<file path="src/rtl/rtc_alm_pkg.sv">
package rtc_alm_pkg;
  localparam int unsigned DW     = 8;
  localparam int unsigned AW     = 3;
  localparam int unsigned N_ALM  = 2;

  typedef logic [DW-1:0] byte_t;

  // register addresses
  localparam logic [AW-1:0] A_ALM1_MIN = 3'd0;
  localparam logic [AW-1:0] A_ALM1_HR  = 3'd1;
  localparam logic [AW-1:0] A_ALM2_MIN = 3'd2;
  localparam logic [AW-1:0] A_ALM2_HR  = 3'd3;
  localparam logic [AW-1:0] A_STATUS   = 3'd4;
  localparam logic [AW-1:0] A_ICTL     = 3'd5;

  localparam byte_t MIN_MASK  = 8'h7F;
  localparam byte_t HR_MASK   = 8'hBF;
  localparam byte_t ICTL_MASK = 8'h7D;
  localparam int unsigned HR_FMT_BIT = 7;

  // status bit positions
  localparam int unsigned S_ARST = 7;
  localparam int unsigned S_XSTP = 6;
  localparam int unsigned S_WRTE = 4;
  localparam int unsigned S_OSCF = 3;
  localparam int unsigned S_AF1  = 2;
  localparam int unsigned S_AF2  = 1;
  localparam int unsigned S_PWRF = 0;

  // interrupt control bit positions
  localparam int unsigned C_EN1  = 6;
  localparam int unsigned C_EN2  = 5;
  localparam int unsigned C_FSH  = 4;
  localparam int unsigned C_FSL  = 3;
  localparam int unsigned C_PFS  = 2;
  localparam int unsigned C_PEN  = 0;

  typedef enum logic [1:0] {
    PIN_FREQ = 2'b00,
    PIN_HIZ  = 2'b01,
    PIN_OFF  = 2'b10,
    PIN_IRQ  = 2'b11
  } pin_mode_e;
endpackage

</file>
<file path="src/rtl/rtc_alarm_match.sv">
module rtc_alarm_match
  import rtc_alm_pkg::*;
(
  input  logic  clk,
  input  logic  rst_n,
  input  logic  tick_i,
  input  logic  en_i,
  input  byte_t sec_i,
  input  byte_t min_i,
  input  byte_t hour_i,
  input  byte_t alm_min_i,
  input  byte_t alm_hour_i,
  output logic  hit_o
);
  logic min_eq, hour_eq, top_of_min;

  always_comb begin
    min_eq     = ((min_i & MIN_MASK) == alm_min_i);
    hour_eq    = ((hour_i & HR_MASK) == alm_hour_i);
    top_of_min = (sec_i == 8'h00);
    hit_o      = tick_i && en_i && top_of_min && min_eq && hour_eq;
  end

  AST_FMT_MISMATCH_NO_HIT: assert property (@(posedge clk) disable iff (!rst_n)
    (alm_hour_i[HR_FMT_BIT] != hour_i[HR_FMT_BIT]) |-> !hit_o);

  AST_HIT_ONLY_ON_TICK: assert property (@(posedge clk) disable iff (!rst_n)
    hit_o |-> (tick_i && sec_i == 8'h00));
endmodule

</file>
<file path="src/rtl/rtc_status_reg.sv">
module rtc_status_reg
  import rtc_alm_pkg::*;
(
  input  logic             clk,
  input  logic             rst_n,
  input  logic             wr_i,
  input  logic             rd_done_i,
  input  byte_t            wdata_i,
  input  logic [N_ALM-1:0] hit_i,
  input  logic             osc_ok_i,
  input  logic             time_wr_done_i,
  output byte_t            stat_o
);
  logic arst_q, xstop_q, wrte_q, oscf_q, pwrf_q;
  logic [N_ALM-1:0] aflag_q;
  logic [N_ALM-1:0] clr_w;
  logic clr_r, osc_clr;

  localparam int unsigned FLAG_POS [N_ALM] = '{S_AF1, S_AF2};

  always_comb begin
    clr_r   = rd_done_i && arst_q;
    osc_clr = wr_i && !wdata_i[S_OSCF] && osc_ok_i;
  end

  for (genvar i = 0; i < N_ALM; i++) begin : g_flag
    assign clr_w[i] = wr_i && !wdata_i[FLAG_POS[i]];
    always_ff @(posedge clk or negedge rst_n) begin
      if (!rst_n)
        aflag_q[i] <= 1'b0;
      else if (hit_i[i])
        aflag_q[i] <= 1'b1;
      else if (clr_w[i] || clr_r)
        aflag_q[i] <= 1'b0;
    end
  end

  always_ff @(posedge clk or negedge rst_n) begin
    if (!rst_n) begin
      arst_q  <= 1'b0;
      xstop_q <= 1'b0;
      wrte_q  <= 1'b0;
      oscf_q  <= 1'b0;
      pwrf_q  <= 1'b1;
    end else begin
      if (wr_i) begin
        arst_q  <= wdata_i[S_ARST];
        xstop_q <= wdata_i[S_XSTP];
        wrte_q  <= wdata_i[S_WRTE];
      end
      if (!osc_ok_i)
        oscf_q <= 1'b1;
      else if (osc_clr)
        oscf_q <= 1'b0;
      if (time_wr_done_i)
        pwrf_q <= 1'b0;
    end
  end

  always_comb begin
    stat_o         = '0;
    stat_o[S_ARST] = arst_q;
    stat_o[S_XSTP] = xstop_q;
    stat_o[S_WRTE] = wrte_q;
    stat_o[S_OSCF] = oscf_q;
    stat_o[S_AF1]  = aflag_q[0];
    stat_o[S_AF2]  = aflag_q[1];
    stat_o[S_PWRF] = pwrf_q;
  end

  AST_FLAG_SET_ONLY_BY_HIT: assert property (@(posedge clk) disable iff (!rst_n)
    $rose(aflag_q[0]) |-> $past(hit_i[0]));

  AST_AUTO_CLEAR_ON_READ: assert property (@(posedge clk) disable iff (!rst_n)
    (rd_done_i && arst_q && hit_i == '0) |=> (aflag_q == '0));

  AST_PWRF_CLEARS: assert property (@(posedge clk) disable iff (!rst_n)
    time_wr_done_i |=> !pwrf_q);

  AST_OSCF_HELD_WITHOUT_OSC: assert property (@(posedge clk) disable iff (!rst_n)
    !osc_ok_i |=> oscf_q);

  AST_NO_WR_RD_TOGETHER: assert property (@(posedge clk) disable iff (!rst_n)
    !(wr_i && rd_done_i));
endmodule

</file>
<file path="src/rtl/rtc_pin_mux.sv">
module rtc_pin_mux
  import rtc_alm_pkg::*;
(
  input  logic clk,
  input  logic rst_n,
  input  byte_t ictl_i,
  input  logic  aflag1_i,
  input  logic  freq_i,
  output logic  pin_o,
  output logic  pin_oe_o
);
  pin_mode_e mode;
  logic      irq_act;

  always_comb begin
    mode    = pin_mode_e'({ictl_i[C_PEN], ictl_i[C_PFS]});
    irq_act = ictl_i[C_EN1] && aflag1_i;
    unique case (mode)
      PIN_FREQ: begin pin_o = freq_i; pin_oe_o = 1'b1;    end
      PIN_IRQ:  begin pin_o = 1'b0;   pin_oe_o = irq_act; end
      default:  begin pin_o = 1'b0;   pin_oe_o = 1'b0;    end
    endcase
  end

  AST_IRQ_PULLS_LOW: assert property (@(posedge clk) disable iff (!rst_n)
    (pin_oe_o && mode != PIN_FREQ) |-> !pin_o);

  AST_HIZ_MODES_FLOAT: assert property (@(posedge clk) disable iff (!rst_n)
    (mode == PIN_HIZ || mode == PIN_OFF) |-> !pin_oe_o);
endmodule

</file>
<file path="src/rtl/rtc_alarm_irq_ctrl.sv">
module rtc_alarm_irq_ctrl
  import rtc_alm_pkg::*;
(
  input  logic       clk,
  input  logic       rst_n,
  input  logic       sec_tick_i,
  input  logic [7:0] cur_sec_i,
  input  logic [7:0] cur_min_i,
  input  logic [7:0] cur_hour_i,
  input  logic       osc_ok_i,
  input  logic       freq_i,
  input  logic       time_wr_done_i,
  input  logic [2:0] reg_addr_i,
  input  logic [7:0] reg_wdata_i,
  input  logic       reg_wr_i,
  input  logic       reg_rd_done_i,
  output logic [7:0] reg_rdata_o,
  output logic       pin_o,
  output logic       pin_oe_o,
  output logic [1:0] freq_sel_o,
  output logic       osc_stop_o,
  output logic       time_wr_en_o
);
  byte_t alm_min_q  [N_ALM];
  byte_t alm_hour_q [N_ALM];
  byte_t ictl_q, stat;
  logic [N_ALM-1:0] hit;
  logic [N_ALM-1:0] alm_en;

  localparam logic [AW-1:0] MIN_ADDR [N_ALM] = '{A_ALM1_MIN, A_ALM2_MIN};
  localparam logic [AW-1:0] HR_ADDR  [N_ALM] = '{A_ALM1_HR,  A_ALM2_HR};
  localparam int unsigned   EN_POS   [N_ALM] = '{C_EN1, C_EN2};

  for (genvar i = 0; i < N_ALM; i++) begin : g_alm
    assign alm_en[i] = ictl_q[EN_POS[i]];

    always_ff @(posedge clk or negedge rst_n) begin
      if (!rst_n) begin
        alm_min_q[i]  <= '0;
        alm_hour_q[i] <= '0;
      end else if (reg_wr_i) begin
        if (reg_addr_i == MIN_ADDR[i]) alm_min_q[i]  <= reg_wdata_i & MIN_MASK;
        if (reg_addr_i == HR_ADDR[i])  alm_hour_q[i] <= reg_wdata_i & HR_MASK;
      end
    end

    rtc_alarm_match u_match (
      .clk        (clk),
      .rst_n      (rst_n),
      .tick_i     (sec_tick_i),
      .en_i       (alm_en[i]),
      .sec_i      (cur_sec_i),
      .min_i      (cur_min_i),
      .hour_i     (cur_hour_i),
      .alm_min_i  (alm_min_q[i]),
      .alm_hour_i (alm_hour_q[i]),
      .hit_o      (hit[i])
    );
  end

  always_ff @(posedge clk or negedge rst_n) begin
    if (!rst_n)
      ictl_q <= '0;
    else if (reg_wr_i && reg_addr_i == A_ICTL)
      ictl_q <= reg_wdata_i & ICTL_MASK;
  end

  rtc_status_reg u_stat (
    .clk            (clk),
    .rst_n          (rst_n),
    .wr_i           (reg_wr_i && reg_addr_i == A_STATUS),
    .rd_done_i      (reg_rd_done_i && reg_addr_i == A_STATUS),
    .wdata_i        (reg_wdata_i),
    .hit_i          (hit),
    .osc_ok_i       (osc_ok_i),
    .time_wr_done_i (time_wr_done_i),
    .stat_o         (stat)
  );

  rtc_pin_mux u_pin (
    .clk      (clk),
    .rst_n    (rst_n),
    .ictl_i   (ictl_q),
    .aflag1_i (stat[S_AF1]),
    .freq_i   (freq_i),
    .pin_o    (pin_o),
    .pin_oe_o (pin_oe_o)
  );

  always_comb begin
    unique case (reg_addr_i)
      A_ALM1_MIN: reg_rdata_o = alm_min_q[0];
      A_ALM1_HR:  reg_rdata_o = alm_hour_q[0];
      A_ALM2_MIN: reg_rdata_o = alm_min_q[1];
      A_ALM2_HR:  reg_rdata_o = alm_hour_q[1];
      A_STATUS:   reg_rdata_o = stat;
      A_ICTL:     reg_rdata_o = ictl_q;
      default:    reg_rdata_o = '0;
    endcase
    freq_sel_o   = ictl_q[C_FSH:C_FSL];
    osc_stop_o   = stat[S_XSTP];
    time_wr_en_o = stat[S_WRTE];
  end

  AST_ICTL_RSVD_ZERO: assert property (@(posedge clk) disable iff (!rst_n)
    (ictl_q[7] == 1'b0 && ictl_q[1] == 1'b0));

  AST_STAT_BIT5_ZERO: assert property (@(posedge clk) disable iff (!rst_n)
    !stat[5]);

  AST_FLAG_HOLDS_WITHOUT_ACCESS: assert property (@(posedge clk) disable iff (!rst_n)
    (stat[S_AF1] && !(reg_addr_i == A_STATUS && (reg_wr_i || reg_rd_done_i)))
      |=> stat[S_AF1]);
endmodule

</file>
<file path="config.mk">
export PLATFORM = sky130hd
export DESIGN_NAME = rtc_alarm_irq_ctrl
export DESIGN_NICKNAME = d
export VERILOG_FILES = /design/src/rtl/rtc_alm_pkg.sv /design/src/rtl/rtc_alarm_match.sv /design/src/rtl/rtc_status_reg.sv /design/src/rtl/rtc_pin_mux.sv /design/src/rtl/rtc_alarm_irq_ctrl.sv
export SDC_FILE = /design/constraint.sdc
export NUM_CORES = 1
export LEC_CHECK = 0
export ABC_AREA = 0
export BUFFER_PORTS_ARGS = -buffer_cell sky130_fd_sc_hd__buf_2
export CAP_MARGIN = 20
export CORE_MARGIN = 2
export CORE_UTILIZATION = 53
export CTS_CLUSTER_DIAMETER = 30
export DETAILED_ROUTE_END_ITERATION = 10
export PLACE_DENSITY = 0.86
export SYNTH_ARGS = -nofsm -noshare
export SYNTH_HDL_FRONTEND = slang
export SYNTH_SLANG_ARGS = --single-unit
</file>
<file path="constraint.sdc">
create_clock -name clk -period 1.75 [get_ports clk]
set_clock_uncertainty 0.15 [all_clocks]
set_input_delay 0.175 -clock clk [delete_from_list [all_inputs] [get_ports clk]]
set_output_delay 0.175 -clock clk [all_outputs]
set_load 0.01 [all_outputs]
</file>
==> results of run 1 <==
[logic make-up (layout without fill, tap and decap cells)]
kind of cell | count (synthesis) | in the layout
adders and majority gates | 2 | 2
DFF | 41 | 41
AOI/OAI and AO/OA | 33 | 33
xor gates and xnor gates | 28 | 28
and+or+nand+nor | 43 | 43
muxes | 44 | 44
buffers and inverters | 18 | 97
[cells in the mapped netlist (4+ instances only)]
library cell / n
nand4_1: 7
mux2i_1: 6
o22ai_1: 5
xnor2_1: 25
mux2_2: 38
buf_2: 7
nand2_1: 11
a22oi_1: 8
inv_1: 6
dfrtp_1: 40
nor2b_1: 4
o21ai_0: 10
nor2_1: 7
[layer usage]
| metal | global-route usage, % | part of all wire (%) | vias up |
|---|---|---|---|
| li1 | - | - | 906 |
| met1 | 33.2 | 38 | 1002 |
| met2 | 45.2 | 49 | 128 |
| met3 | 7.07 | 8.6 | 27 |
| met4 | 17.1 | 4.3 | 0 |
| met5 | 0 | 0 | - |
[flip-flops by register name, indices dropped and copies added, names as in the netlist]
register and count:
u_stat.xstop_q 1, alm_min_q 14, u_stat.stat_o 2, alm_hour_q 14, ictl_q 6, u_stat.pwrf_q 1
u_stat.wrte_q 1, u_stat.arst_q 1, u_stat.oscf_q 1
[metrics by stage]
step,setup WS (ns),power (mW)
final,-0.0666,2.87
after global routing,-0.0833,3.00
after detailed placement,0.000667,2.11
after floorplan,0.192,1.81
after CTS,0.0000423,2.79
after global placement,0.0623,2.06
[repair_timing]
item                                    in CTS  in global routing
gates resized for setup                      5                 16
hold endpoints to repair                    37                  0
hold buffers                                 6                  0
pin swaps                                    4                  8
buffers inserted                             3                  1
endpoints found under the setup margin       2                  8
[power breakdown]
part,switching [mW],internal (mW)
registers,0.201,1.14
logic,0.404,0.500
clock network,0.320,0.313
total,0.925,1.95
[layout make-up]
type | instances | area (um2)
multi-input cells | 150 | 1300
fillers | 299 | 1280
flip-flops and latches | 41 | 1030
repair buffers | 84 | 517
clock buffers | 7 | 86.3
well taps | 52 | 65.1
inverters | 6 | 22.5
[how the worst max path moves through the flow]
stage | slack, ns | to | from | cells after the start
floorplan | 0.19 | u_stat.stat_o[1]$_DFFE_PN0P_ | alm_min_q[3]$_DFFE_PN0P_ | 4
global placement | 0.06 | u_stat.stat_o[1]$_DFFE_PN0P_ | cur_sec_i[3] | 5
detailed placement | 0.0007 | u_stat.stat_o[1]$_DFFE_PN0P_ | alm_min_q[0]$_DFFE_PN0P_ | 4
CTS | 0.00004 | u_stat.stat_o[1]$_DFFE_PN0P_ | alm_min_q[0]$_DFFE_PN0P_ | 4
global route | -0.08 | reg_rdata_o[0] | alm_min_q[0]$_DFFE_PN0P_ | 4
finish | -0.07 | reg_rdata_o[0] | alm_min_q[0]$_DFFE_PN0P_ | 4
[worst max-delay path, stage by stage (launching register included)]
cell	delay (ns)
dfrtp_2	0.44
mux2_2	0.28
a22oi_2	0.21
o22ai_2	0.12
buf_2	0.16
==> impl_results.md, run 1 <==
* Largest net degree at the start of global routing at 32
* CP Data Required Time at 1.42 ns
* Global-route wire length before repair at 10.3 mm
* Crit path capture type: output pin
* CORE AREA at 0.00429 mm2
* Top cells by area, synth: dfrtp_1, mux2_2, xnor2_1
* Top cell type's share of synthesized area at 43.1%
* Vias in the first global route at 2,094
* Final Critical Period at 1.82 ns
* Port Buf Inserts at 54
* RSZ-0062 raised after global routing: yes
* P_leak at 1.36 nW
* Deepest clock path buffer count at 2
* Post-route insts no fill at 340
* Async set or reset register ratio after synthesis at 100%
* Adder-Cell Fraction of Synth Area at 1.08%
* Fin. Hold Viols at 0
* Cell count after placement at 323
* Multiplexer share of the synthesized area at 21.0%
* Violations in the final reports: setup timing
* CP Launch Type: flip-flop
* Most common cell after layout, fill and taps aside: buf_2
* Iter 0 DRT Violations at 216
* Min-delay worst type: input pin to flip-flop
* Worst slew pin tran at 0.703 ns
* Worst r2r dst: u_stat.stat_o[1]$_DFFE_PN0P_
* Post-synth top area cell: dfrtp_1
* EDFF count, synth at 0
* # rows at 24
* CTS tree: done
* Status: finished, violations left
* Total Negative Setup Slacks at -0.0760 ns
* Synth cell types at 32
* Synthesized Nets at 254
* Mapped Cells at 209
* I/O Pins at 57
* GR Overflow Total at 0
* Warnings from Yosys at 0
* Crit Path Category: flip-flop to output pin
* Antenna-violating nets left at 0
* TritonCTS Sinks at 41
* # diodes at 0
* Hold Slack at 0.0177 ns
* Post-layout util at 70.3%
* Sequential share of the synthesized area at 44.2%
* Achievable Freq at 0.550 GHz
* #FFs+latches synth at 41
* Post-synth top flop: dfrtp_1
* Initial core utilization at 54.1%
* Clk root buf: clkbuf_8
* CTS H-tree lvls at 2
* Routed vias/inst at 6.07
* Slew Limit Fails at 0
* Drt pass-1 iters at 4
* Reg2Reg Depth at 5
* Placer congestion estimate at 0.891
* Synth Cell Area at 0.00232 mm2
* DRC violations left at 0
* Vert. Die Dim at 70.2 um
* Post-Route WL at 6.68 mm
* Clock transition at path regs at 0.07 ns
* Tot GR Track Use at 27.9%
* Vias at 2,063
* Hold path start: reg_wdata_i[2]
* Routed wire per std cell at 19.6 um
* # Max-Cap Violations at 0
* Post-synthesis xor/xnor area fraction at 10.5%
* Worst Path Arrival at 1.49 ns
* Synth Area in Simple Gates at 10.1%
* Layout cells sized above 1 at 49.3%
* Clock latency at the later pin of the worst-skew pair at 0.30 ns
* Worst slew margin at 53.2%
* Finished Cell Area at 0.00302 mm2
* Final worst setup slack at -0.0666 ns
* Post-DP HPWL at 4.65 mm
* Die Wd at 70.2 um
* Mean post-synth cell area at 11.1 um2
* CTS buffer count at 5
* Area Growth Syn to Fin at 29.8%
* Synth Area in Compound Gates at 9.47%
* Final setup fails at 3
* Worst-path fanout max at 3
* Worst r2r src: alm_hour_q[0]$_DFFE_PN0P_
* Placed inst area at 0.00275 mm2
* Period utilization at 104%
* Initial antenna violation count at 0
* Hold path cells at 2
* Worst R2R Setup Slack at -0.01 ns
* Largest family of logic cells by synthesized area: multiplexers
* Layout net count at 333
* Max IR drop VDD at 0.480 mV
* Commonest cells after routing, fill and taps aside: buf_2, dfrtp_1, mux2_2, buf_4, xnor2_1
* Hold path endpoint: alm_min_q[10]$_DFFE_PN0P_
* Die Footprint at 0.00493 mm2
* Power per Cell Area at 952 mW/mm2
No activity file was read; power rests on OpenSTA's default activity.
==> inputs of run 2 (changes only) <==
Settings changed: CTS_BUF_LIST set to sky130_fd_sc_hd__clkbuf_8 sky130_fd_sc_hd__clkbuf_16.
==> run 2 against run 1 <==
  * Clock power down 1%
  * Utilization did not move
  * Sequential power hardly changed
  * Largest power group unchanged
  * Non-clock buffer count unchanged
  * Count of clock-buffer cells in the layout down 1
  * First-iteration DRC count increased by 0.93%
  * The flow still finishes with violations (setup timing)
==> impl_results.md, run 2 (synthesis gave the netlist of run 1 again) <==
* Port Buf Inserts at 54
* Reg power frac at 46.6%
* Vias at 2,066
* Clk root buf: clkbuf_8
* Post-route insts no fill at 340
* Antenna-violating nets left at 0
* P_leak at 1.36 nW
* Crit Path Category: flip-flop to output pin
* CP top delay family: flip-flops
* Status: finished, violations left
* # diodes at 0
* Slowest stage delay, CP at 0.44 ns
* Achievable Freq at 0.551 GHz
* Area Growth Syn to Fin at 29.8%
* Slew Limit Fails at 0
* CTS buffer count at 5
* Violations in the final reports: setup timing
* Switching power at 925 uW
* Iter 0 DRT Violations at 218
* Layout net count at 333
* Comb pwr share at 31.6%
* Crit path capture type: output pin
* Total Negative Setup Slacks at -0.0795 ns
* Switching share of power at 32.3%
* Worst-path fanout max at 3
* # rows at 24
* Tot GR Track Use at 27.9%
* Worst slew margin at 52.9%
* Commonest cells after routing, fill and taps aside: buf_2, dfrtp_1, mux2_2, buf_4, xnor2_1
* Pre-CTS setup slack at 0.000667 ns
* Initial core utilization at 54.1%
* Final worst setup slack at -0.0664 ns
* Vias in the first global route at 2,094
* # Max-Cap Violations at 0
* Worst slew pin tran at 0.707 ns
* Die Footprint at 0.00493 mm2
* Crit path cell chain: mux2_2 > a22oi_2 > o22ai_2 > buf_2
* Min-delay worst type: input pin to flip-flop
* DRC violations left at 0
* Final setup fails at 3
* Global-route wire length before repair at 10.3 mm
* Routed vias/inst at 6.08
* Cell count after placement at 323
* Final Critical Period at 1.82 ns
* Die Wd at 70.2 um
* Deepest clock path buffer count at 2
* Drt pass-1 iters at 4
* Largest regs: alm_hour_q (14), alm_min_q (14), ictl_q (6)
* Post-Route WL at 6.71 mm
* GR Overflow Total at 0
* Clock transition at path regs at 0.07 ns
* CORE AREA at 0.00429 mm2
* Critical Path Slowest Stage Cell: dfrtp_2
* Layout cells sized above 1 at 49.3%
* CP Data Required Time at 1.42 ns
* Worst Path Arrival at 1.49 ns
* Fin. Hold Viols at 0
* Most common cell after layout, fill and taps aside: buf_2
* Post-DP HPWL at 4.65 mm
* RSZ-0062 raised after global routing: yes
* Worst Path Buf+Inv at 1
* Pint at 1.94 mW
* CTS tree: done
* Clk network pwr share at 21.8%
* Max IR drop VDD at 0.459 mV
* Period utilization at 104%
* Routed wire per std cell at 19.7 um
* Clock latency at the later pin of the worst-skew pair at 0.30 ns
* Placer congestion estimate at 0.891
* Vert. Die Dim at 70.2 um
* TritonCTS Sinks at 41
* CTS H-tree lvls at 2
* I/O Pins at 57
* Initial antenna violation count at 0
* CP Launch Type: flip-flop
* Largest net degree at the start of global routing at 32
* Power per Cell Area at 950 mW/mm2
run 2: cell types whose count changed in the layout (fill, tap and decap cells not counted), sizes merged:
cell    previous run  this run
clkbuf             8         7
inv                6         7
run 2: what timing repair did:
item,4_1_cts,5_1_grt
endpoints found under the setup margin,2,8
gates resized for setup,5,16
endpoints found under the hold margin,37,0
hold buffers,6,0
buffers inserted,3,1
pin swaps,4,8
run 2: per-stage QoR:
| stage | cell area, um2 | utilization (%) | total power, mW | hold slack, ns |
|---|---|---|---|---|
| 2_1_floorplan | 2320 | - | 1.81 | -0.271 |
| 6_report | 3020 | 70.3 | 2.87 | 0.0164 |
| 5_1_grt | 3020 | 70.3 | 2.99 | 0.0335 |
| 4_1_cts | 2940 | 68.5 | 2.79 | 0.00753 |
| 3_5_place_dp | 2750 | 64.0 | 2.11 | 0.110 |
| 3_3_place_gp | 2750 | 64.0 | 2.06 | 0.105 |
run 2: worst paths after layout:
kind | slack, ns | depth (start not counted) | start | endpoint
min in group asynchronous | 0.31 | 2 | rst_n | u_stat.stat_o[2]$_DFFE_PN0P_
max | -0.07 | 4 | alm_min_q[0]$_DFFE_PN0P_ | reg_rdata_o[0]
min | 0.02 | 2 | reg_wdata_i[2] | alm_min_q[10]$_DFFE_PN0P_
max reg2reg | -0.01 | 5 | alm_hour_q[0]$_DFFE_PN0P_ | u_stat.stat_o[1]$_DFFE_PN0P_
min reg2reg | 0.34 | 1 | u_stat.pwrf_q$_DFFE_PN1P_ | u_stat.pwrf_q$_DFFE_PN1P_
max in group asynchronous | 0.55 | 3 | rst_n | u_stat.stat_o[1]$_DFFE_PN0P_
run 2: cell type report:
cell class | count | area [um2]
multi-input combinational | 150 | 1300
fill | 299 | 1280
sequential | 41 | 1030
timing repair buffer | 84 | 517
clock buffer | 6 | 82.6
tap | 52 | 65.1
inverter | 6 | 22.5
clock inverter | 1 | 3.75
run 2: per-layer routing:
metal | up-vias | share of wire [%] | wire length, um | track usage, %
li1 | 903 | - | - | -
met1 | 1004 | 38 | 2580 | 33.2
met2 | 128 | 48 | 3230 | 45.2
met3 | 31 | 8.7 | 584 | 7.07
met4 | 0 | 4.7 | 316 | 17.1
met5 | - | 0 | 0 | 0
run 2: power by group through the flow:
stage / Combinational [mW] / Clock [mW] / Sequential (mW)
4_1_cts: 0.842 / 0.633 / 1.31
3_5_place_dp: 0.778 / 0 / 1.34
6_report: 0.905 / 0.626 / 1.34
3_3_place_gp: 0.747 / 0 / 1.32
2_1_floorplan: 0.528 / 0 / 1.28
5_1_grt: 0.972 / 0.662 / 1.36
